[src/rtl/romsel_pkg.sv]
package romsel_pkg;

    typedef enum logic [2:0] {
        ST_IDLE,
        ST_CMD,
        ST_READ,
        ST_MATCH,
        ST_SRCH,
        ST_SEL,
        ST_WAIT
    } romsel_st_e;

    localparam logic [7:0] OP_READ_ID   = 8'h33;
    localparam logic [7:0] OP_MATCH_ID  = 8'h55;
    localparam logic [7:0] OP_SEARCH    = 8'hF0;
    localparam logic [7:0] OP_SKIP      = 8'hCC;
    localparam logic [7:0] OP_RESELECT  = 8'hA5;
    localparam logic [7:0] OP_FAST_SKIP = 8'h3C;
    localparam logic [7:0] OP_FAST_MTCH = 8'h69;

endpackage

[src/rtl/romsel_cmd_rx.sv]
module romsel_cmd_rx #(
    parameter int CMD_W = 8
) (
    input  logic             clk,
    input  logic             rst_n,
    input  logic             clr_i,
    input  logic             en_i,
    input  logic             bit_i,
    output logic [CMD_W-1:0] byte_o,
    output logic             last_o
);
    localparam int CNT_W = $clog2(CMD_W);

    typedef struct packed {
        logic [CNT_W-1:0] cnt;
        logic [CMD_W-2:0] shr;
    } rx_s;

    rx_s rx_q, rx_d;

    assign byte_o = {bit_i, rx_q.shr};
    assign last_o = en_i && (rx_q.cnt == CNT_W'(CMD_W - 1));

    always_comb begin
        rx_d = rx_q;
        if (clr_i) begin
            rx_d = '0;
        end else if (en_i) begin
            rx_d.shr = byte_o[CMD_W-1:1];
            rx_d.cnt = last_o ? '0 : rx_q.cnt + CNT_W'(1);
        end
    end

    always_ff @(posedge clk or negedge rst_n) begin
        if (!rst_n) rx_q <= '0;
        else        rx_q <= rx_d;
    end

endmodule

[src/rtl/romsel_id_pick.sv]
module romsel_id_pick #(
    parameter int              FAM_W       = 8,
    parameter int              SER_W       = 48,
    parameter int              CRC_W       = 8,
    parameter logic [FAM_W-1:0] FAMILY_CODE = 8'h3A,
    localparam int             ID_W        = FAM_W + SER_W + CRC_W,
    localparam int             IDX_W       = $clog2(ID_W)
) (
    input  logic [SER_W-1:0] serial_i,
    input  logic [CRC_W-1:0] crc_i,
    input  logic [IDX_W-1:0] idx_i,
    output logic             bit_o
);
    logic [ID_W-1:0] id_w;

    assign id_w  = {crc_i, serial_i, FAMILY_CODE};
    assign bit_o = id_w[idx_i];

endmodule

[src/rtl/romsel_core.sv]
module romsel_core
    import romsel_pkg::*;
#(
    parameter int               FAM_W       = 8,
    parameter int               SER_W       = 48,
    parameter int               CRC_W       = 8,
    parameter logic [FAM_W-1:0] FAMILY_CODE = 8'h3A
) (
    input  logic             clk,
    input  logic             rst_n,
    input  logic [SER_W-1:0] serial_i,
    input  logic [CRC_W-1:0] crc_i,
    input  logic             bus_reset_i,
    input  logic             long_reset_i,
    input  logic             slot_i,
    input  logic             slot_val_i,
    output logic             tx_en_o,
    output logic             tx_bit_o,
    output logic             selected_o,
    output logic             od_o
);
    localparam int CMD_W    = 8;
    localparam int ID_W     = FAM_W + SER_W + CRC_W;
    localparam int IDX_W    = $clog2(ID_W);
    localparam int LAST_IDX = ID_W - 1;

    typedef struct packed {
        romsel_st_e       st;
        logic [IDX_W-1:0] idx;
        logic [1:0]       ph;
        logic             rc;
        logic             od;
    } core_s;

    core_s q, d;

    logic             cmd_en;
    logic [CMD_W-1:0] cmd_byte;
    logic             cmd_last;
    logic             id_bit;
    logic             idx_last;

    assign cmd_en   = slot_i && !bus_reset_i && (q.st == ST_CMD);
    assign idx_last = (q.idx == IDX_W'(LAST_IDX));

    romsel_cmd_rx #(
        .CMD_W (CMD_W)
    ) u_cmd_rx (
        .clk    (clk),
        .rst_n  (rst_n),
        .clr_i  (bus_reset_i),
        .en_i   (cmd_en),
        .bit_i  (slot_val_i),
        .byte_o (cmd_byte),
        .last_o (cmd_last)
    );

    romsel_id_pick #(
        .FAM_W       (FAM_W),
        .SER_W       (SER_W),
        .CRC_W       (CRC_W),
        .FAMILY_CODE (FAMILY_CODE)
    ) u_id_pick (
        .serial_i (serial_i),
        .crc_i    (crc_i),
        .idx_i    (q.idx),
        .bit_o    (id_bit)
    );

    // Next-state computation
    always_comb begin
        d = q;
        if (bus_reset_i) begin
            d.st  = ST_CMD;
            d.idx = '0;
            d.ph  = 2'd0;
            if (long_reset_i) d.od = 1'b0;
        end else if (slot_i) begin
            unique case (q.st)
                ST_CMD: begin
                    if (cmd_last) begin
                        d.idx = '0;
                        d.ph  = 2'd0;
                        case (cmd_byte)
                            OP_READ_ID:   begin d.rc = 1'b0; d.st = ST_READ;  end
                            OP_MATCH_ID:  begin d.rc = 1'b0; d.st = ST_MATCH; end
                            OP_SEARCH:    begin d.rc = 1'b0; d.st = ST_SRCH;  end
                            OP_SKIP:      begin d.rc = 1'b0; d.st = ST_SEL;   end
                            OP_RESELECT:  d.st = q.rc ? ST_SEL : ST_WAIT;
                            OP_FAST_SKIP: begin d.rc = 1'b0; d.od = 1'b1; d.st = ST_SEL;   end
                            OP_FAST_MTCH: begin d.rc = 1'b0; d.od = 1'b1; d.st = ST_MATCH; end
                            default:      d.st = ST_WAIT;
                        endcase
                    end
                end
                ST_READ: begin
                    if (idx_last) d.st = ST_SEL;
                    else          d.idx = q.idx + IDX_W'(1);
                end
                ST_MATCH: begin
                    if (slot_val_i != id_bit) begin
                        d.st = ST_WAIT;
                    end else if (idx_last) begin
                        d.rc = 1'b1;
                        d.st = ST_SEL;
                    end else begin
                        d.idx = q.idx + IDX_W'(1);
                    end
                end
                ST_SRCH: begin
                    if (q.ph != 2'd2) begin
                        d.ph = q.ph + 2'd1;
                    end else if (slot_val_i != id_bit) begin
                        d.st = ST_WAIT;
                    end else if (idx_last) begin
                        d.rc = 1'b1;
                        d.st = ST_SEL;
                    end else begin
                        d.idx = q.idx + IDX_W'(1);
                        d.ph  = 2'd0;
                    end
                end
                default: d = q;
            endcase
        end
    end

    always_ff @(posedge clk or negedge rst_n) begin
        if (!rst_n) begin
            q    <= '0;
            q.st <= ST_IDLE;
        end else begin
            q <= d;
        end
    end

    // Outputs from registered state
    always_comb begin
        tx_en_o  = 1'b0;
        tx_bit_o = 1'b1;
        if (q.st == ST_READ) begin
            tx_en_o  = 1'b1;
            tx_bit_o = id_bit;
        end else if (q.st == ST_SRCH && q.ph != 2'd2) begin
            tx_en_o  = 1'b1;
            tx_bit_o = (q.ph == 2'd0) ? id_bit : ~id_bit;
        end
    end

    assign selected_o = (q.st == ST_SEL);
    assign od_o       = q.od;

endmodule

[config.mk]
export PLATFORM = sky130hd
export DESIGN_NAME = romsel_core
export DESIGN_NICKNAME = d
export VERILOG_FILES = /design/src/rtl/romsel_pkg.sv /design/src/rtl/romsel_cmd_rx.sv /design/src/rtl/romsel_id_pick.sv /design/src/rtl/romsel_core.sv
export SDC_FILE = /design/constraint.sdc
export NUM_CORES = 1
export LEC_CHECK = 0
export BUFFER_PORTS_ARGS = -buffer_cell sky130_fd_sc_hd__buf_2
export CORE_MARGIN = 4
export CORE_UTILIZATION = 47
export DETAILED_ROUTE_END_ITERATION = 6
export PLACE_DENSITY = 0.85
export SLEW_MARGIN = 20
export SYNTH_ARGS = -nofsm -noshare
export SYNTH_HDL_FRONTEND = slang
export SYNTH_SLANG_ARGS = --single-unit
[constraint.sdc]
create_clock -name clk -period 2.9 [get_ports clk]
set_input_delay 0.58 -clock clk [delete_from_list [all_inputs] [get_ports clk]]
set_output_delay 0.58 -clock clk [all_outputs]
set_load 0.02 [all_outputs]
==> flow_metrics.tcl, run 1 <==
set metrics [dict create \
    status "finished with violations" \
    violations "setup timing" \
    critical_path_arrival_ps 2600 \
    grt_pass1_vias 2305 \
    ys_seq_area_share_pct 27.1 \
    core_um2 4350 \
    fillers 370 \
    ios 66 \
    slew_violations 0 \
    routed_wl_um 6190 \
    nets 373 \
    via_per_inst 6.22 \
    overflow 0 \
    path_cells "mux4_2 > a2111o_1 > a32oi_4 > a21o_1 > mux2i_1 > o22ai_1 > nand2_1 > buf_6" \
    ant_nets 0 \
    post-route-min-period_ps 3180 \
    cts_max_level 1 \
    cts_buffers 3 \
    met1_usage_pct 25.1 \
    max_slew_margin_pct 52.4 \
    die_x_um 75.2 \
    layout_setup_ws_ps -276 \
    detailedRoute.firstPassIterationCount 4 \
    cp_max_fo 6 \
    grt_pass1_wl_um 10000 \
    syn_inst 235 \
    synth_top_area_share_pct 27.1 \
    maxCapViolations 0 \
    hpwl_um 4670 \
    yosys.cell_types.count 63 \
    row_count 24 \
    cts-hold-fix-buffers 0 \
    synth_ff_type "dfrtp_1" \
    power_w 0.00107 \
    syn_to_final_growth_pct 26.9 \
    hold_viol_final 0 \
    ctsRootBufferMaster "clkbuf_8" \
    top_usage_layer "met2" \
    required_ps 2320 \
    grtUsageMet2_pct 41.7 \
    synth-seq-cells 23 \
    finalCritPeriodShare_pct 110 \
    setup_tns_ps -323 \
    ir_drop_uv 314 \
    cp-start-kind "flip-flop" \
    crit_path_max_incr_delay_ps 560 \
    gp_congestion 0.919 \
    antenna_found_initial 0 \
    grtUsageTotal_pct 22.7 \
    worstHoldPathType "input port to async pin" \
    cts_max_path_buffers 2 \
    drt-initial-drc-count 113 \
    cellPowerDensity_nw_per_um2 399 \
    hold_slack_ps 274 \
    clkLatencyLatePin_ps 270 \
    synth_commonest_cells "dfrtp_1, nand2_1, a21oi_1, nor2_1, mux2i_1" \
    final.setup_skew_ps 6.34 \
    ys_async_sr_fraction_pct 100 \
    die_h_um 75.2 \
    tightest_slew_ps 714 \
    cts.clk_slew.worst_paths_ps 90 \
    synth_edf_count 0 \
    yosys_warnings 0 \
    cts_tree "built" \
    cts_sinks 23 \
    worstSetupPathType "flip-flop to primary output" \
    dieArea_um2 5650 \
    use_met3_pct 4.67 \
    diodes 0 \
    grt_max_degree 24 \
    leakagePower_nw 1.15 \
    numPortBuffers 65 \
    critical-path-slowest-cell "mux4_2" \
    yosysMostFrequentCell "dfrtp_1" \
    initial_core_util_pct 48.7 \
    dr_total_vias 2233 \
    max_freq_ghz 0.315 \
    worstSetupEndpointType "primary output" \
    wl_per_cell_um 17.3 \
    rsz0062_at_grt "true" \
    postSynthAreaPerCell_um2 9.03 \
    synthesis.area_um2 2120 \
    yosys.area.top_type "dfrtp_1" \
    yosys-top-cells-area "dfrtp_1, mux4_2, mux2i_1" \
    drc 0 \
    drive_gt1_share_pct 35.2 \
    postLayoutCoreUtil_pct 61.9 \
    pre_cts_ws_ps -148 \
    synth_nets 300 \
    finalSetupViolCount 2 \
]
==> metal layers <==
layer  vias up  routed length, um
met4         0                161
li1       1064                  -
met5         -                  0
met3        21                608
met1      1039               2310
met2       109               3120
==> critical path, delay by kind of cell (launching register included) <==
family | cells | cell delay (ps)
mux | 2 | 750
buf+inv | 1 | 120
simple gates | 1 | 90
flops | 1 | 520
compound gates | 4 | 850
==> area by class of cell <==
| cell class | instances | area, um^2 | share of cell area, % |
|---|---|---|---|
| tap | 52 | 65.1 | 2.42 |
| clock inverter | 1 | 7.51 | 0.279 |
| timing repair buffer | 82 | 499 | 18.5 |
| multi-input combinational | 191 | 1480 | 54.9 |
| sequential | 23 | 577 | 21.4 |
| inverter | 7 | 26.3 | 0.975 |
| clock buffer | 3 | 41.3 | 1.53 |
==> power by group <==
group / switching [W] / total [W] / internal [W]
Sequential: 0.0000353 / 0.000372 / 0.000336
Combinational: 0.000214 / 0.000492 / 0.000278
Clock: 0.000113 / 0.000211 / 0.0000976
==> sequential cells by signal, indices dropped and copies added, names as in the netlist <==
signal,flops
u_cmd_rx.byte_o,7
q,12
od_o,1
u_cmd_rx.rx_q,3
==> path summary, 6_finish.rpt <==
kind / depth (start not counted) / startpoint / slack [ps] / to
max: 8 / q[4]$_DFFE_PN0P_ / -280 / tx_bit_o
min: 1 / rst_n / 270 / q[7]$_DFFE_PN0P_
max reg2reg: 9 / q[4]$_DFFE_PN0P_ / -50 / q[6]$_DFFE_PN0P_
min reg2reg: 1 / od_o$_DFFE_PN0P_ / 500 / od_o$_DFFE_PN0P_
max in group asynchronous: 1 / rst_n / 2240 / q[4]$_DFFE_PN0P_
min in group clk: 1 / od_o$_DFFE_PN0P_ / 500 / od_o$_DFFE_PN0P_
==> cells by family after synthesis <==
logic type | share of synthesized area (%)
buffers and inverters | 5.19
xor gates and xnor gates | 0.826
muxes | 16.0
AOI/OAI and AO/OA | 26.2
adders and majority gates | 1.77
and+or+nand+nor | 22.8
DFF | 27.1
==> timing repair <==
item	in CTS	in global routing
cloned	0	1
endpoints found under the setup margin	2	6
pin swaps	2	2
setup buffers	1	2
gates resized for setup	6	10
==> metrics by stage <==
step | std cells | instance area, um^2
5_1_grt | 359 | 2690
6_report | 359 | 2690
2_1_floorplan | 235 | 2130
3_3_place_gp | 351 | 2540
4_1_cts | 356 | 2610
3_5_place_dp | 351 | 2540
==> cells in the final DEF (no fill, tap or decap), types with 3 or more instances in the layout <==
| cell | instances |
|---|---|
| a21oi_1 | 19 |
| buf_2 | 64 |
| buf_6 | 3 |
| nand2_1 | 22 |
| inv_1 | 7 |
| nor2b_1 | 3 |
| clkbuf_8 | 3 |
| ha_1 | 3 |
| mux4_2 | 8 |
| nand4_1 | 4 |
| nor3_1 | 8 |
| mux2i_1 | 14 |
| nand2b_1 | 11 |
| nand3_1 | 3 |
| a211oi_1 | 3 |
| buf_4 | 12 |
| a22o_1 | 8 |
| o21ai_0 | 7 |
| dfrtp_1 | 22 |
| nor2_1 | 18 |
| o22ai_1 | 5 |
Power figures use the tool's default switching activity.
==> run 2, diff against run 1 <==
- MAX_ROUTING_LAYER: unset -> met4
==> run 2 against run 1 <==
  * The run still ends with setup timing left
  * Routed wire length shrank 4.3%
  * Non-clock buffer count is the same
  * Combinational power shrank 6.5%
  * Final area shrank 1.6%
==> flow_metrics.tcl, run 2 (synthesis results as in run 1) <==
set metrics [dict create \
    dr_total_vias 2186 \
    via_per_inst 6.09 \
    critical_path_arrival_ps 2530 \
    cts_sinks 23 \
    p_comb_share_pct 44.6 \
    cts_tree "built" \
    drc 0 \
    antenna_found_initial 0 \
    routed_wl_um 5930 \
    post-route-min-period_ps 3110 \
    hold_viol_final 0 \
    required_ps 2320 \
    setup_tns_ps -214 \
    cellPowerDensity_nw_per_um2 389 \
    syn_to_final_growth_pct 24.9 \
    diodes 0 \
    dp.cells 351 \
    switching_share_pct 33.6 \
    grt_pass1_vias 2192 \
    ctsRootBufferMaster "clkbuf_8" \
    ios 66 \
    final_cell_mix "buf_2, nand2_1, dfrtp_1, a21oi_1, nor2_1" \
    instances_no_fill 359 \
    violations "setup timing" \
    drt-initial-drc-count 119 \
    p_clk_share_pct 19.9 \
    worstSetupPathType "flip-flop to primary output" \
    final.setup_skew_ps 2.51 \
    die_x_um 75.2 \
    ant_nets 0 \
    largest_reg_flops 12 \
    dieArea_um2 5650 \
    cts_max_level 1 \
    wl_per_cell_um 16.5 \
    worstHoldPathType "input port to async pin" \
    worstSetupEndpointType "primary output" \
    max_freq_ghz 0.321 \
    seqPwrFrac_pct 35.5 \
    status "finished with violations" \
    hpwl_um 4570 \
    leakagePower_nw 1.13 \
    regMostFlops "q" \
    layout_commonest_cell "buf_2" \
    nets 373 \
    switchingPower_w 0.000346 \
    core_um2 4350 \
    rsz0062_at_grt "true" \
    drive_gt1_share_pct 34.2 \
    grtUsageTotal_pct 22.0 \
    slew_violations 0 \
    cts.clk_slew.worst_paths_ps 90 \
    tightest_slew_ps 713 \
    finalSetupViolCount 1 \
    cts_buffers 3 \
    finalCritPeriodShare_pct 107 \
    p_int_w 0.000685 \
    overflow 0 \
    max_slew_margin_pct 52.5 \
    row_count 24 \
    cts_max_path_buffers 2 \
    layout_setup_ws_ps -214 \
    grt_pass1_wl_um 9630 \
    maxCapViolations 0 \
    cp-start-kind "flip-flop" \
    detailedRoute.firstPassIterationCount 4 \
    cp_max_fo 9 \
    die_h_um 75.2 \
    gp_congestion 0.917 \
    initial_core_util_pct 48.7 \
    numPortBuffers 65 \
    clkLatencyLatePin_ps 260 \
    grt_max_degree 24 \
    ir_drop_uv 238 \
]
[run 2: cell types whose count changed in the layout (fill, tap and decap cells not counted), moves of 2 or more]
cell     delta
buf_4       +2
buf_8       -2
mux2i_1     +2
mux2i_2     -2
[run 2: power groups by stage]
stage | clock (W) | sequential (W) | combinational, W
2_1_floorplan | 0 | 0.000354 | 0.000330
3_3_place_gp | 0 | 0.000368 | 0.000420
3_5_place_dp | 0 | 0.000368 | 0.000429
4_1_cts | 0.000210 | 0.000366 | 0.000457
5_1_grt | 0.000223 | 0.000369 | 0.000499
6_report | 0.000205 | 0.000366 | 0.000460
[run 2: final timing paths]
check / cells after the start / start / slack [ps] / to
max in group asynchronous: 1 / rst_n / 2250 / q[4]$_DFFE_PN0P_
setup / recovery: 10 / q[4]$_DFFE_PN0P_ / -210 / tx_bit_o
hold reg to reg: 1 / od_o$_DFFE_PN0P_ / 500 / od_o$_DFFE_PN0P_
min in group clk: 1 / od_o$_DFFE_PN0P_ / 500 / od_o$_DFFE_PN0P_
setup reg to reg: 11 / q[4]$_DFFE_PN0P_ / 50 / q[8]$_DFFE_PN0P_
hold / removal: 1 / rst_n / 280 / q[12]$_DFFE_PN0P_
[run 2: cell type report]
type / count / area, um^2
inverters: 7 / 26.3
flip-flops and latches: 23 / 577
repair buffers: 82 / 470
fillers: 388 / 1700
clock inverters: 1 / 7.51
clock buffers: 3 / 41.3
well taps: 52 / 65.1
multi-input cells: 191 / 1460
[run 2: stage by stage]
stage,total power [W],setup slack [ps],cell area [um^2],hold slack (ps),utilization (%)
after floorplan,0.000684,4.02,2130,284,-
after global placement,0.000787,-96.5,2540,474,58.3
after detailed placement,0.000797,-160,2540,486,58.3
after CTS,0.00103,-199,2630,298,60.3
after global routing,0.00109,-370,2650,312,60.9
final,0.00103,-214,2650,277,60.9
[run 2: worst max-delay path, cell delays in order, from the launching register on]
cell       delay, ps
dfrtp_2          470
buf_6            170
mux2i_1          120
o22ai_1          210
a2111oi_2         90
or4_4            510
a21o_1           200
mux2i_1          120
o22ai_1          140
nand2_1           90
buf_6            140
[run 2: repair_timing]
item,4_1_cts,5_1_grt
gates resized for setup,8,3
hold buffers,0,0
pin swaps,3,0
setup buffers,2,2
endpoints found under the setup margin,2,9
[run 2: layer usage]
metal  track usage (%)  up-vias  part of all wire [%]
met5                 -        -                     0
met4              5.83        0                   1.0
met3              2.00        8                   8.6
met2              39.9       86                    50
met1              26.0     1032                    40
li1                  -     1060                     -
==> run 3, diff against run 2 <==
- SETUP_SLACK_MARGIN: unset -> 0.2
==> run 3 against run 2 <==
  * The run still ends with setup timing left
  * Utilization is 2.9 points higher
  * Final area up 4.8%
  * Maximum frequency is 2.0% lower
  * Critical endpoint unchanged
  * Highest routed layer unchanged
  * Die area stayed put
==> flow_metrics.tcl, run 3 (synthesis results as in run 1) <==
set metrics [dict create \
    status "finished with violations" \
    violations "setup timing" \
    dpl_cell_area_um2 2560 \
    cellPowerDensity_nw_per_um2 404 \
    r2r_end "q[8]$_DFFE_PN0P_" \
    cts_max_level 1 \
    max_freq_ghz 0.315 \
    cts.clk_slew.worst_paths_ps 90 \
    switchingPower_w 0.000377 \
    dieArea_um2 5650 \
    core_um2 4350 \
    grtUsageTotal_pct 22.1 \
    worstReg2RegStart "q[4]$_DFFE_PN0P_" \
    ir_drop_uv 212 \
    drive_gt1_share_pct 36.6 \
    numPortBuffers 65 \
    finish.instance_area_um2 2780 \
    finalSetupViolCount 2 \
    p_comb_share_pct 49.6 \
    antenna_found_initial 0 \
    worstSetupEndpointType "primary output" \
    die_h_um 75.2 \
    cts_tree "built" \
    cts_max_path_buffers 2 \
    worstSetupPathType "flip-flop to primary output" \
    post-route-min-period_ps 3180 \
    via_per_inst 6.27 \
    r2r.worst_path.cells 12 \
    cts_sinks 23 \
    switching_share_pct 33.5 \
    p_clk_share_pct 18.6 \
    clkLatencyLatePin_ps 280 \
    grt_pass1_wl_um 9570 \
    setup_tns_ps -288 \
    largest_reg_flops 12 \
    regMostFlops "q" \
    p_int_w 0.000747 \
    rsz0062_at_grt "true" \
    gp_congestion 0.956 \
    seqPwrFrac_pct 31.8 \
    max_slew_margin_pct 50.5 \
    finalCritPeriodShare_pct 110 \
    final_cell_mix "buf_2, dfrtp_1, nand2_1, a21oi_1, nor2_1" \
    dr_total_vias 2296 \
    r2r_slack_ps -10 \
    cp_max_fo 7 \
    overflow 0 \
    pre_cts_ws_ps -162 \
    maxCapViolations 0 \
    worstHoldPathType "input port to async pin" \
    tightest_slew_ps 743 \
    drt-initial-drc-count 109 \
    hold_slack_ps 263 \
    diodes 0 \
    cts_buffers 3 \
    required_ps 2320 \
    ios 66 \
    die_x_um 75.2 \
    leakagePower_nw 1.19 \
    syn_to_final_growth_pct 31.0 \
    nets 380 \
    wl_per_cell_um 17.3 \
    ctsRootBufferMaster "clkbuf_8" \
    layout_commonest_cell "buf_2" \
    routed_wl_um 6320 \
    grt_max_degree 24 \
    layout_setup_ws_ps -278 \
    hpwl_um 4670 \
    final.setup_skew_ps 10.3 \
    hold_viol_final 0 \
    row_count 24 \
    slew_violations 0 \
    drc 0 \
    fillers 352 \
    critical_path_arrival_ps 2600 \
    initial_core_util_pct 48.7 \
    cp-start-kind "flip-flop" \
    grt_pass1_vias 2217 \
    ant_nets 0 \
    detailedRoute.firstPassIterationCount 5 \
]
==> run 3: cell types whose count changed in the layout (fill, tap and decap cells not counted), sizes merged <==
| cell | previous run | this run |
|---|---|---|
| buf | 82 | 89 |
==> run 3: worst max-delay path by stage <==
| stage | from | end | cells after the start | slack, ps |
|---|---|---|---|---|
| CTS | q[4]$_DFFE_PN0P_ | tx_bit_o | 11 | -300 |
| detailed placement | serial_i[13] | tx_bit_o | 9 | -160 |
| global placement | serial_i[13] | tx_bit_o | 9 | -90 |
| finish | q[4]$_DFFE_PN0P_ | tx_bit_o | 11 | -280 |
| global route | q[4]$_DFFE_PN0P_ | tx_bit_o | 11 | -400 |
| floorplan | serial_i[27] | tx_bit_o | 7 | 100 |
==> run 3: cell type report <==
class,instances,area (um^2),area share (%)
clock buffer,3,41.3,1.49
clock inverter,1,7.51,0.270
inverter,7,26.3,0.946
multi-input combinational,191,1510,54.3
sequential,23,576,20.7
tap,52,65.1,2.34
timing repair buffer,89,554,19.9
==> run 3: routing by layer <==
| layer | GRT usage [%] | wire length [um] |
|---|---|---|
| met3 | 2.40 | 469 |
| met1 | 24.5 | 2430 |
| met4 | 7.38 | 167 |
| met2 | 41.1 | 3250 |
| met5 | - | 0 |
==> run 3: what timing repair did <==
action                     CTS  global route
hold buffers                 0             0
setup endpoints to repair   10            12
buffers inserted             7             3
gates resized for setup      9            13
pin swaps                    8             5
==> run 3: worst max-delay path: stages (launching register included) <==
cell and delay (ps):
dfrtp_1 420, buf_12 150, buf_8 130, mux2i_1 130
o22ai_1 230, a2111oi_2 60, or4_4 520, a21o_1 200
mux2i_1 120, o22ai_1 150, nand2_2 70, buf_6 130
==> run 3: per-stage QoR <==
stage               power, W  util, %  instances
global placement    0.000806     58.8        352
detailed placement  0.000818     58.8        352
CTS                  0.00107     61.8        363
global route         0.00118     63.8        366
floorplan           0.000686        -        235
finish               0.00112     63.8        366
==> run 3: power groups by stage <==
stage	Combinational [W]	Clock, W	Sequential, W
3_3_place_gp	0.000445	0	0.000362
3_5_place_dp	0.000455	0	0.000362
6_report	0.000558	0.000209	0.000357
5_1_grt	0.000600	0.000224	0.000360
2_1_floorplan	0.000331	0	0.000354
4_1_cts	0.000504	0.000212	0.000356
